### config.mk
export PLATFORM = sky130hd
export DESIGN_NAME = ioc_detect
export DESIGN_NICKNAME = d
export VERILOG_FILES = /design/src/rtl/ioc_pkg.sv /design/src/rtl/ioc_sync.sv /design/src/rtl/ioc_ref_latch.sv /design/src/rtl/ioc_flag.sv /design/src/rtl/ioc_detect.sv
export SDC_FILE = /design/constraint.sdc
export NUM_CORES = 1
export LEC_CHECK = 0
export BUFFER_PORTS_ARGS = -buffer_cell sky130_fd_sc_hd__buf_4
export CAP_MARGIN = 20
export CORE_AREA = 2 2 39 41
export DETAILED_ROUTE_END_ITERATION = 8
export DIE_AREA = 0 0 41 43
export HOLD_SLACK_MARGIN = 0.03
export PLACE_DENSITY = 0.75
export SLEW_MARGIN = 10
export SYNTH_ARGS = -nofsm -noshare
export SYNTH_HDL_FRONTEND = slang
export SYNTH_SLANG_ARGS = --single-unit
### constraint.sdc
create_clock -name clk -period 1.2 [get_ports clk]
set_clock_uncertainty 0.15 [all_clocks]
set_input_delay 0.12 -clock clk [delete_from_list [all_inputs] [get_ports clk]]
set_output_delay 0.12 -clock clk [all_outputs]
set_load 0.03 [all_outputs]
### src/rtl/ioc_pkg.sv
package ioc_pkg;

  // Enabled bits where the synchronized pin differs from the reference.
  function automatic logic [31:0] mismatch_vec(input logic [31:0] pins,
                                               input logic [31:0] refv,
                                               input logic [31:0] en);
    return (pins ^ refv) & en;
  endfunction

  // Next flag state: set beats clear, and a read cycle blocks the set.
  function automatic logic flag_next(input logic cur,
                                     input logic hit,
                                     input logic rd,
                                     input logic clr);
    logic nxt;
    if (hit && !rd)  nxt = 1'b1;
    else if (clr)    nxt = 1'b0;
    else             nxt = cur;
    return nxt;
  endfunction

endpackage

### src/rtl/ioc_sync.sv
module ioc_sync #(
  parameter int W      = 4,
  parameter int STAGES = 2
) (
  input  logic         clk,
  input  logic         rst_n,
  input  logic [W-1:0] d_i,
  output logic [W-1:0] q_o
);
  localparam int LAST = STAGES - 1;

  logic [W-1:0] st [STAGES];

  always_ff @(posedge clk or negedge rst_n) begin
    if (!rst_n) st[0] <= '0;
    else        st[0] <= d_i;
  end

  for (genvar s = 1; s < STAGES; s++) begin : g_stage
    always_ff @(posedge clk or negedge rst_n) begin
      if (!rst_n) st[s] <= '0;
      else        st[s] <= st[s-1];
    end
  end

  assign q_o = st[LAST];
endmodule

### src/rtl/ioc_ref_latch.sv
module ioc_ref_latch #(
  parameter int W = 4
) (
  input  logic         clk,
  input  logic         rst_n,
  input  logic         load_i,
  input  logic [W-1:0] d_i,
  output logic [W-1:0] q_o
);
  always_ff @(posedge clk or negedge rst_n) begin
    if (!rst_n)      q_o <= '0;
    else if (load_i) q_o <= d_i;
  end
endmodule

### src/rtl/ioc_flag.sv
module ioc_flag (
  input  logic clk,
  input  logic rst_n,
  input  logic hit_i,
  input  logic rd_i,
  input  logic clr_i,
  output logic flag_o
);
  logic flag_d;

  always_comb flag_d = ioc_pkg::flag_next(flag_o, hit_i, rd_i, clr_i);

  always_ff @(posedge clk or negedge rst_n) begin
    if (!rst_n) flag_o <= 1'b0;
    else        flag_o <= flag_d;
  end
endmodule

### src/rtl/ioc_detect.sv
module ioc_detect #(
  parameter int NUM_PINS    = 4,
  parameter int SYNC_STAGES = 2
) (
  input  logic                clk,
  input  logic                rst_n,
  input  logic [NUM_PINS-1:0] pin_i,
  input  logic [NUM_PINS-1:0] pin_en_i,
  input  logic                port_rd_i,
  input  logic                chg_flag_clr_i,
  input  logic                irq_en_i,
  output logic [NUM_PINS-1:0] port_data_o,
  output logic                chg_flag_o,
  output logic                irq_o
);
  logic [NUM_PINS-1:0] sync_q;
  logic [NUM_PINS-1:0] ref_q;
  logic [NUM_PINS-1:0] chg_vec;
  logic [31:0]         chg_wide;
  logic                chg_hit;

  ioc_sync #(.W(NUM_PINS), .STAGES(SYNC_STAGES)) u_sync (
    .clk   (clk),
    .rst_n (rst_n),
    .d_i   (pin_i),
    .q_o   (sync_q)
  );

  ioc_ref_latch #(.W(NUM_PINS)) u_ref (
    .clk    (clk),
    .rst_n  (rst_n),
    .load_i (port_rd_i),
    .d_i    (sync_q),
    .q_o    (ref_q)
  );

  assign chg_wide = ioc_pkg::mismatch_vec(32'(sync_q), 32'(ref_q), 32'(pin_en_i));
  assign chg_vec  = chg_wide[NUM_PINS-1:0];
  assign chg_hit  = |chg_vec;

  ioc_flag u_flag (
    .clk    (clk),
    .rst_n  (rst_n),
    .hit_i  (chg_hit),
    .rd_i   (port_rd_i),
    .clr_i  (chg_flag_clr_i),
    .flag_o (chg_flag_o)
  );

  assign port_data_o = sync_q;
  assign irq_o       = chg_flag_o & irq_en_i;
endmodule

* Word level (Yosys, flattened, before mapping)
Cells that the tools add are included.
Storage, ports and cells: input bits 13, RAM bits 0, logic and storage cells 13, output and inout bits 6, latch bits 0, memories kept 0, memory bits (read-only) 0, register bits after elaboration 13
Cells by class: eq/ne operators 0, $add $sub $neg 0, muxes and demuxes 2, multiply operators 0, reductions and logical operators 4, shift-type cells 0, bitwise gates (word level) 3, div/mod/pow operators 0, magnitude comparators 0
Operators with widths (number):
- $and A4 B4 Y4 | 1
- $reduce_or A4 Y1 | 1
- $xor A4 B4 Y4 | 1
- $mux W1 | 2
- $reduce_bool A2 Y1 | 1
- $and A1 B1 Y1 | 1
- $logic_and A1 B1 Y1 | 1
- $logic_not A1 Y1 | 1

* Longest topological paths before layout
depth in word-level cells 5, gate-level depth with buffers 4, gate-level depth less buffers 4

* Modules after synthesis
Synthesis repeated with hierarchy kept, for this count alone.
Unflattened totals: cells, all modules 32, area total of the unflattened synthesis 480.5 sq um
By module, submodules not included:
- ioc_sync | seq. area each 200.2 sq um, times used 1, cells each 12, area each 230.2 sq um
- ioc_ref_latch | seq. area each 100.1 sq um, times used 1, cells each 8, area each 145.1 sq um
- ioc_detect | seq. area each 0.0 sq um, times used 1, cells each 8, area each 60.1 sq um
- ioc_flag | seq. area each 25.0 sq um, times used 1, cells each 4, area each 45.0 sq um

* Worst setup path before layout
No wires, ideal clock.
path type reg2reg, start point register u_ref.q_o[0], end point register u_flag.flag_o, stages on the path, launching flop included 5, path buffers 0, data arrival time 991 ps, period minus slack after synthesis 1273 ps, required time 918 ps, path slack -73 ps, setup time 132 ps, cells stage by stage dfrtp_1 xor2_1 a22o_1 a221oi_2 o22ai_1
Between the ends: longest elaborated chain between the ends 5, elaborated cells between the ends (all ways) 6, those cells by class mux: 1; bitwise: 2; reduce/logical: 3
RTL lines:
- from (decl) | line ioc_ref_latch.sv:8 | output logic [W-1:0] q_o
- from (signal assigned) | line ioc_ref_latch.sv:12 | else if (load_i) q_o <= d_i;
- $xor A4 B4 Y4 * | line ioc_pkg.sv:7 | return (pins ^ refv) & en;
- $and A4 B4 Y4 * | line ioc_pkg.sv:7
- $reduce_or A4 Y1 * | line ioc_detect.sv:39 | assign chg_hit = |chg_vec;
- $logic_and A1 B1 Y1 * | line ioc_pkg.sv:16 | if (hit && !rd) nxt = 1'b1;
- $mux W1 / $reduce_bool A2 Y1 (equally long branches)
- to (signal assigned) | line ioc_flag.sv:15 | else flag_o <= flag_d;
- to (decl) | line ioc_flag.sv:7 | output logic flag_o
Every way passes the cells marked *; elsewhere a longest branch is shown, timed or not. A chain may end at the register's enable or synchronous reset.

* Worst setup path after layout
Ends and elaborated chain as after synthesis.

==> impl_metrics.tcl <==
set metrics [dict create \
    vias 323 \
    cp.required_ns 1.20 \
    syn_area_um2 475 \
    crit_path_start_kind "register" \
    p_leak_nw 0.358 \
    synthCells 30 \
    yosysWarnings 0 \
    worstMarginPinSlew_ns 0.185 \
    drc_errors 0 \
    syn_area_per_cell_um2 15.8 \
    cts_made_buffers 3 \
    synth_area_leaders "dfrtp_1, mux2_1, xor2_1" \
    critical_path.max_fanout 2 \
    rsz0062_at_grt "yes" \
    grt_pass1_vias 360 \
    powerDensity_nw_per_um2 1240 \
    layout_common_cells "buf_4, dfrtp_1, dlygate4sd3_1" \
    ant_nets 0 \
    antennaDiodeCount 0 \
    setup_ws_ns -0.0939 \
    fin_crit_sh 1.08 \
    layout_commonest_cell "buf_4" \
    final_cells 75 \
    violations "negative setup slack" \
    track_usage 0.109 \
    wl_um 822 \
    via_per_inst 4.31 \
    maxCapViolCount 0 \
    yosysTopAreaCell "dfrtp_1" \
    ir_drop_v 0.000699 \
    status "complete, but fails checks" \
    routabilityCongestion 0.582 \
    slew_violations 0 \
    clk_latency_ns 0.26 \
    netlist-cell-type-count 9 \
    htreeDepth 1 \
    path_cells "xor2_1 -> a22o_1 -> a221oi_2 -> o22ai_1" \
    clkTransAtPathRegs_ns 0.07 \
    multi_input_area_um2 119 \
    clockBufferDepth 2 \
    row_count 14 \
    arrival_ns 1.29 \
    dieWidth_um 41 \
    end_kind "register" \
    timing.hold.ws_ns 0.0806 \
    nets 73 \
    wl_per_cell_um 11.0 \
    cts_tree "yes" \
    fmax_mhz 773 \
    cts_sinks 13 \
    first_pass_iters 5 \
    chipHeight_um 43 \
    syn_nets 43 \
    slew_headroom 0.877 \
    grt_antenna_before_repair 0 \
    synth_top_area_share 0.684 \
    die-area_um2 1760 \
    place.port_buffers 18 \
    worstSetupPathType "register to register" \
    fin_crit_ns 1.29 \
    hp-class "input port to async pin" \
    place_ws_ns -0.0893 \
    grt_start_max_net_pins 14 \
    grt_pass1_wl_mm 1.26 \
    seq_area_um2 325 \
    core-area_um2 1380 \
    ys_seq_elements 13 \
    grt_overflow 0 \
    placed_cells_incl_taps 62 \
    first_iter_violations 1 \
    slowest_delay_ns 0.39 \
    setup-violations-final 2 \
    path_buf_inv 0 \
    ys_seq_area_frac 0.684 \
    fillers 127 \
    cpLargestDelayFamily "compound AO/OA/AOI/OAI gates" \
    cts_setup_buffers 0 \
    finalHoldViolCount 0 \
    cts_root_buf "clkbuf_4" \
    boundaryPins 19 \
    initial_utilization 0.344 \
    area_growth_pct 57.6 \
    drive_gt1_frac 0.424 \
    crit_path_top_delay_cell "dfrtp_1" \
]
## worst paths after layout
check                      cells past startpoint         start       endpoint  slack [ns]
hold reg to reg                                0  u_sync.st[6]  u_sync.q_o[2]        0.20
setup / recovery                               4  u_ref.q_o[0]  u_flag.flag_o       -0.09
setup reg to reg                               4  u_ref.q_o[0]  u_flag.flag_o       -0.09
min in group clk                               4   pin_en_i[1]  u_flag.flag_o        0.11
hold / removal                                 2         rst_n   u_ref.q_o[0]        0.08
max in group asynchronous                      2         rst_n  u_sync.q_o[2]        0.66
## stage by stage
stage	total power [W]	instance area, um^2	util	TNS [ns]
final	0.000928	749	0.542	-0.0978
after global routing	0.000989	749	0.542	-0.262
after CTS	0.000946	749	0.542	-0.128
after detailed placement	0.000653	616	0.445	-0.0893
after global placement	0.000647	616	0.445	-0.0409
after floorplan	0.000581	475	-	-0.0321
## kinds of logic (layout without fill, tap and decap cells)
group           count (synthesis)  after routing  synth area share
flops                          13             13             0.684
buf+inv                         5             34            0.0710
xor+xnor                        4              4            0.0737
mux                             4              4            0.0947
compound gates                  3              3            0.0632
simple gates                    1              1            0.0132
## what timing repair did
action                                 4_1_cts  5_1_grt
setup endpoints to repair                    4        4
gates resized for setup                      5        0
hold buffers                                 9        0
endpoints found under the hold margin       22        0
## final cells by class
| class | instances | area share |
|---|---|---|
| flip-flops and latches | 13 | 0.434 |
| repair buffers | 29 | 0.341 |
| multi-input cells | 12 | 0.159 |
| clock buffers | 4 | 0.0351 |
| well taps | 16 | 0.0267 |
| inverters | 1 | 0.00501 |
## synthesized netlist by cell type, drive strengths merged
master	instances
o22ai	1
and2	1
dfrtp	13
a22o	1
inv	1
mux2	4
xor2	4
a221oi	1
buf	4
## where the power goes
part	internal, W	switching [W]	total, W
registers	0.000470	0.0000194	0.000490
logic	0.000105	0.0000792	0.000184
clock network	0.000128	0.000125	0.000253
total	0.000704	0.000224	0.000928
## state kept, by name (all words and copies together), names as in the netlist
| signal | count |
|---|---|
| u_flag.flag_o | 1 |
| u_ref.q_o | 4 |
| u_sync.q_o | 4 |
| u_sync.st | 4 |
## routing by layer
layer  up-vias  track usage  routed length [um]
met1       153        0.110                 339
met5         -            0                   0
met2        15        0.184                 424
met4         0       0.0600                   0
li1        155            -                   -
met3         0       0.0314                  58
(Power assumes the default switching activity.)
